[src/rtl/fr_pkg.sv]
// Shared constants and types for the fuse register front-end.
// Assumes 32-bit registers and word addressing.
package fr_pkg;
    localparam int          FR_DW        = 32;
    localparam logic [31:0] FR_SRC_VALID = 32'h8000_7FFF;
    localparam logic [31:0] FR_MASK_INIT = 32'h8000_7FFF;
    localparam logic [31:0] FR_PASSCODE  = 32'h0000_DF0D;
    localparam int          FR_W_LOCK    = 0;
    localparam int          FR_W_STAT    = 12;
    localparam int          FR_W_MASK    = 13;
    localparam int          FR_W_IEN     = 14;
    localparam int          FR_W_IDIS    = 15;

    // Write strobes after address decode and lock gating.
    typedef struct packed {
        logic lock_wr;
        logic stat_clr;
        logic ien_wr;
        logic idis_wr;
    } fr_wr_t;
endpackage

[src/rtl/fr_decode.sv]
// Write decode: turns the bus write strobe into per-register strobes.
// Every strobe except the lock strobe is suppressed while locked.
// Assumes a single-word write per cycle.
module fr_decode
    import fr_pkg::*;
#(
    parameter int AW = 6
) (
    input  logic          wr_en,
    input  logic [AW-1:0] addr,
    input  logic          locked,
    output fr_wr_t        wr
);
    // Decode the address and gate by the lock flag.
    always_comb begin
        wr          = '0;
        wr.lock_wr  = wr_en && (addr == AW'(FR_W_LOCK));
        wr.stat_clr = wr_en && !locked && (addr == AW'(FR_W_STAT));
        wr.ien_wr   = wr_en && !locked && (addr == AW'(FR_W_IEN));
        wr.idis_wr  = wr_en && !locked && (addr == AW'(FR_W_IDIS));
    end
endmodule

[src/rtl/fr_lock_reg.sv]
// Write-lock flag: resets to locked and unlocks only on the exact passcode.
module fr_lock_reg
    import fr_pkg::*;
(
    input  logic             clk,
    input  logic             rst_n,
    input  logic             lock_wr,
    input  logic [FR_DW-1:0] wdata,
    output logic             lock_q
);
    // Store the comparison result of every lock write.
    always_ff @(posedge clk) begin
        if (!rst_n)       lock_q <= 1'b1;
        else if (lock_wr) lock_q <= (wdata != FR_PASSCODE);
    end
endmodule

[src/rtl/fr_status_reg.sv]
// Raw interrupt status: event pulses set bits, software clears them by
// writing ones. An event wins over a clear in the same cycle.
// Bits outside VALID are tied to zero.
module fr_status_reg
    import fr_pkg::*;
#(
    parameter logic [FR_DW-1:0] VALID = FR_SRC_VALID
) (
    input  logic             clk,
    input  logic             rst_n,
    input  logic             clr_en,
    input  logic [FR_DW-1:0] wdata,
    input  logic [FR_DW-1:0] evt,
    output logic [FR_DW-1:0] stat_q
);
    logic unused_rsvd;
    assign unused_rsvd = ^((wdata | evt) & ~VALID);

    for (genvar i = 0; i < FR_DW; i++) begin : g_bit
        if (VALID[i]) begin : g_live
            // Set on event, else clear on write-one.
            always_ff @(posedge clk) begin
                if (!rst_n)                   stat_q[i] <= 1'b0;
                else if (evt[i])              stat_q[i] <= 1'b1;
                else if (clr_en && wdata[i])  stat_q[i] <= 1'b0;
            end
        end else begin : g_rsvd
            assign stat_q[i] = 1'b0;
        end
    end
endmodule

[src/rtl/fr_mask_reg.sv]
// Interrupt mask: reset value INIT. Changed only through the enable alias
// (clears bits) and the disable alias (sets bits). Bits outside VALID read 0.
module fr_mask_reg
    import fr_pkg::*;
#(
    parameter logic [FR_DW-1:0] VALID = FR_SRC_VALID,
    parameter logic [FR_DW-1:0] INIT  = FR_MASK_INIT
) (
    input  logic             clk,
    input  logic             rst_n,
    input  logic             ien_wr,
    input  logic             idis_wr,
    input  logic [FR_DW-1:0] wdata,
    output logic [FR_DW-1:0] mask_q
);
    logic unused_rsvd;
    assign unused_rsvd = ^(wdata & ~VALID);

    for (genvar i = 0; i < FR_DW; i++) begin : g_bit
        if (VALID[i]) begin : g_live
            // Clear on enable, set on disable.
            always_ff @(posedge clk) begin
                if (!rst_n)                    mask_q[i] <= INIT[i];
                else if (ien_wr && wdata[i])   mask_q[i] <= 1'b0;
                else if (idis_wr && wdata[i])  mask_q[i] <= 1'b1;
            end
        end else begin : g_rsvd
            assign mask_q[i] = 1'b0;
        end
    end
endmodule

[src/rtl/fuse_reg_front.sv]
// Passcode-locked register front-end with interrupt status and mask.
// Assumes full-word accesses; reads are combinational and qualified by rd_en.
module fuse_reg_front
    import fr_pkg::*;
#(
    parameter int AW = 6
) (
    input  logic             clk,
    input  logic             rst_n,
    input  logic             wr_en,
    input  logic             rd_en,
    input  logic [AW-1:0]    addr,
    input  logic [FR_DW-1:0] wdata,
    output logic [FR_DW-1:0] rdata,
    input  logic [FR_DW-1:0] evt_set,
    output logic             irq
);
    fr_wr_t           wr;
    logic             lock_q;
    logic [FR_DW-1:0] stat_q;
    logic [FR_DW-1:0] mask_q;

    fr_decode #(.AW(AW)) u_dec (
        .wr_en (wr_en),
        .addr  (addr),
        .locked(lock_q),
        .wr    (wr)
    );

    fr_lock_reg u_lock (
        .clk    (clk),
        .rst_n  (rst_n),
        .lock_wr(wr.lock_wr),
        .wdata  (wdata),
        .lock_q (lock_q)
    );

    fr_status_reg #(.VALID(FR_SRC_VALID)) u_stat (
        .clk   (clk),
        .rst_n (rst_n),
        .clr_en(wr.stat_clr),
        .wdata (wdata),
        .evt   (evt_set),
        .stat_q(stat_q)
    );

    fr_mask_reg #(.VALID(FR_SRC_VALID), .INIT(FR_MASK_INIT)) u_mask (
        .clk    (clk),
        .rst_n  (rst_n),
        .ien_wr (wr.ien_wr),
        .idis_wr(wr.idis_wr),
        .wdata  (wdata),
        .mask_q (mask_q)
    );

    // Pending-and-enabled reduction for the interrupt line.
    assign irq = |(stat_q & ~mask_q);

    // Read mux; aliases and unmapped words return zero.
    always_comb begin
        rdata = '0;
        if (rd_en) begin
            if (addr == AW'(FR_W_LOCK))      rdata = {{(FR_DW-1){1'b0}}, lock_q};
            else if (addr == AW'(FR_W_STAT)) rdata = stat_q;
            else if (addr == AW'(FR_W_MASK)) rdata = mask_q;
        end
    end
endmodule

[config.mk]
export PLATFORM = sky130hd
export DESIGN_NAME = fuse_reg_front
export DESIGN_NICKNAME = d
export VERILOG_FILES = /design/src/rtl/fr_pkg.sv /design/src/rtl/fr_decode.sv /design/src/rtl/fr_lock_reg.sv /design/src/rtl/fr_status_reg.sv /design/src/rtl/fr_mask_reg.sv /design/src/rtl/fuse_reg_front.sv
export SDC_FILE = /design/constraint.sdc
export NUM_CORES = 1
export LEC_CHECK = 0
export BUFFER_PORTS_ARGS = -buffer_cell sky130_fd_sc_hd__buf_2
export CAP_MARGIN = 20
export CELL_PAD_IN_SITES_DETAIL_PLACEMENT = 1
export CELL_PAD_IN_SITES_GLOBAL_PLACEMENT = 1
export CORE_UTILIZATION = 33
export DETAILED_ROUTE_END_ITERATION = 16
export PLACE_DENSITY = 0.88
export SETUP_SLACK_MARGIN = 0.3
export SLEW_MARGIN = 40
export SYNTH_ARGS = -nofsm -noshare
export SYNTH_HDL_FRONTEND = slang
export SYNTH_SLANG_ARGS = --single-unit
[constraint.sdc]
create_clock -name clk -period 2.6 [get_ports clk]
set_clock_uncertainty 0.2 [all_clocks]
set_input_delay 0.13 -clock clk [delete_from_list [all_inputs] [get_ports clk]]
set_output_delay 0.13 -clock clk [all_outputs]
set_load 0.005 [all_outputs]
==> impl_metrics.env <==
export IMPL_status="finished, final reports clean"
export IMPL_critPathKind="primary input to output port"
export IMPL_required_ns=2.27
export IMPL_crit_fanout=18
export IMPL_cts_tree="yes"
export IMPL_synthDistinctLibCells=37
export IMPL_vias=2156
export IMPL_rr_startpoint="u_lock.lock_q"
export IMPL_drtIter0Drc=104
export IMPL_syn_inst=243
export IMPL_hold_violations=0
export IMPL_diodes=0
export IMPL_crit_start="addr[0]"
export IMPL_numCtsBuffers=5
export IMPL_antenna_found_initial=0
export IMPL_initial_core_util_pct=34.50
export IMPL_slew_violations=0
export IMPL_multi_input_area_um2=1006
export IMPL_crit_chain="buf_2 -> or4_4 -> nor2_4 -> a22oi_1 -> nor2_1 -> buf_2"
export IMPL_power_density_nw_per_um2=474.2
export IMPL_clock_fmax_mhz=497.9
export IMPL_ant_nets=0
export IMPL_gp_congestion=0.7549
export IMPL_crit_path_frequent_cell="buf_2"
export IMPL_grt_overflow_total=0
export IMPL_via_per_inst=5.133
export IMPL_cts_max_level=2
export IMPL_track_usage_pct=23.02
export IMPL_wire_per_inst_um=15.95
export IMPL_syn_cell_area_um2=1923
export IMPL_synthDominantCellAreaShare_pct=34.35
export IMPL_synth_top_area_cell="dfxtp_1"
export IMPL_cpPeakStageDelay_ns=0.50
export IMPL_grt_setup_unrepaired="no"
export IMPL_max_clock_path_buffers=2
export IMPL_place_ws_ns=0.5938
export IMPL_die_h_um=78.34
export IMPL_die_area_um2=6137
export IMPL_drc=0
export IMPL_cts_sinks=33
export IMPL_ys_ff_latch=33
export IMPL_pin_count=107
export IMPL_area_delta_synth_final_pct=42.55
export IMPL_p_leak_nw=1.397
export IMPL_seq_area_frac_synth_pct=34.35
export IMPL_mostFrequentLayoutCell="buf_2"
export IMPL_reg2reg_depth=4
export IMPL_setup_viol=0
export IMPL_end_kind="output port"
export IMPL_endpoint="rdata[11]"
export IMPL_final_cell_mix="74 x buf_2, 33 x dlygate4sd3_1, 33 x dfxtp_1, 32 x inv_1, 18 x nand3_1"
export IMPL_seqCellArea_um2=660.6
export IMPL_synth_area_per_cell_um2=7.914
export IMPL_grt_pass1_vias=2298
export IMPL_reg2reg_slack_ns=0.93
export IMPL_maxCapViolations=0
export IMPL_ys_warn_count=0
export IMPL_synth_area_top_cells="dfxtp_1 34%, mux2i_1 8.3%, buf_4 6.2%"
export IMPL_first_pass_iters=4
export IMPL_die_x_um=78.34
export IMPL_io_buffers=74
export IMPL_min_period_ns=2.008
export IMPL_clock_latency_ns=0.28
export IMPL_fin_ws_ns=0.5915
export IMPL_fin_nets=421
export IMPL_n_fill_cell=718
export IMPL_startpoint_type="primary input"
export IMPL_whs_ns=0.04610
export IMPL_core_area_um2=5574
export IMPL_finalSetupTns_ns=0
export IMPL_min_period_over_period_pct=77.25
export IMPL_grt_pass1_wl_um=10950
export IMPL_drive_above_1_share_pct=27.59
export IMPL_min_from="addr[2]"
export IMPL_peakVddDrop_mv=0.2965
export IMPL_clk_pin_slew_worst_paths_ns=0.07
export IMPL_arrival_ns=1.68
export IMPL_finalWirelength_um=6697
export IMPL_slowest_stage="or4_4"
export IMPL_hp_class="primary input to flip-flop"
export IMPL_cts_setup_buffers=0
export IMPL_rows=27
export IMPL_hpwl_um=4425
export IMPL_clock_root_buffer="clkbuf_8"
export IMPL_grt_start_max_net_pins=34
export IMPL_timing_rr_end="u_stat.stat_q[0]"
==> logic make-up (layout without fill, tap and decap cells) <==
| family | Yosys count | after routing | share of synthesized area [%] |
|---|---|---|---|
| simple gates | 73 | 73 | 21.21 |
| buf+inv | 61 | 151 | 16.26 |
| compound gates | 59 | 59 | 19.65 |
| flops | 33 | 33 | 34.35 |
| mux | 16 | 16 | 8.328 |
| other cells | 1 | 16 | 0.1950 |
==> per-stage QoR <==
| step | cell area [um2] | utilization (%) | instances | power [mW] |
|---|---|---|---|---|
| floorplan | 1979 | - | 258 | 0.6190 |
| global placement | 2277 | 40.85 | 379 | 0.6725 |
| detailed placement | 2277 | 40.85 | 379 | 0.6802 |
| CTS | 2741 | 49.18 | 420 | 1.303 |
| global route | 2741 | 49.18 | 420 | 1.341 |
| finish | 2741 | 49.18 | 420 | 1.300 |
==> layout make-up <==
cell class | count | share of cell area [%]
clock inverter | 3 | 2.373
sequential | 33 | 24.10
clock buffer | 5 | 2.510
tap | 72 | 3.286
multi-input combinational | 164 | 36.70
inverter | 32 | 4.382
timing repair buffer | 111 | 26.65
==> synth_stat cells <==
| cell | instances |
|---|---|
| dfxtp_1 | 33 |
| inv_1 | 32 |
| nand3_1 | 18 |
| a31oi_1 | 17 |
| nand2_1 | 17 |
| o21ai_0 | 17 |
| buf_4 | 16 |
| mux2i_1 | 16 |
| a22oi_1 | 15 |
| nor2_1 | 13 |
| clkbuf_1 | 6 |
| a221oi_1 | 5 |
| o22ai_1 | 4 |
| buf_2 | 3 |
| nor2_2 | 3 |
| nor3_1 | 3 |
| nor4_1 | 3 |
| and4b_1 | 2 |
| nand4_1 | 2 |
| a21oi_1 | 1 |
| and2b_2 | 1 |
| and4_1 | 1 |
| buf_1 | 1 |
| buf_6 | 1 |
| buf_8 | 1 |
| clkbuf_2 | 1 |
| conb_1 | 1 |
| nand2_4 | 1 |
| nand2b_1 | 1 |
| nand3b_1 | 1 |
| nor2_4 | 1 |
| nor3b_2 | 1 |
| nor4_2 | 1 |
| nor4b_1 | 1 |
| nor4bb_1 | 1 |
| or3_4 | 1 |
| or4_4 | 1 |
==> worst max-delay path: cells and delay by family <==
family	cells	cell delay, ns
compound gates	1	0.17
simple gates	3	1.03
buf+inv	2	0.35
==> repair_timing <==
action	in CTS	in global routing
hold buffers	33	0
resized for setup	0	0
endpoints found under the hold margin	24	0
==> per-layer routing <==
layer / GRT usage (%) / routed length (um) / vias up
li1: - / - / 1034
met1: 25.99 / 2810 / 1035
met2: 41.93 / 3472 / 74
met3: 4.070 / 286 / 13
met4: 10.19 / 128 / 0
met5: 0 / 0 / -
==> how the worst min path moves through the flow <==
| stage | to | slack, ns | cells after the start |
|---|---|---|---|
| final | u_lock.lock_q | 0.05 | 3 |
| after global routing | u_lock.lock_q | 0.05 | 4 |
| after detailed placement | u_lock.lock_q | 0.15 | 2 |
| after CTS | u_lock.lock_q | 0.02 | 4 |
| after floorplan | u_lock.lock_q | 0.03 | 1 |
| after global placement | u_lock.lock_q | 0.15 | 2 |
==> power breakdown <==
| group | switching [mW] | total, mW | internal [mW] |
|---|---|---|---|
| clock network | 0.208 | 0.589 | 0.381 |
| logic | 0.0858 | 0.173 | 0.0875 |
| registers | 0.0145 | 0.538 | 0.523 |
| total | 0.308 | 1.30 | 0.992 |
==> flip-flops by register name (all words and copies together) (netlist names) <==
| name | cells |
|---|---|
| u_mask.mask_q | 16 |
| u_lock.lock_q | 1 |
| u_stat.stat_q | 16 |
(Power assumes the default switching activity.)
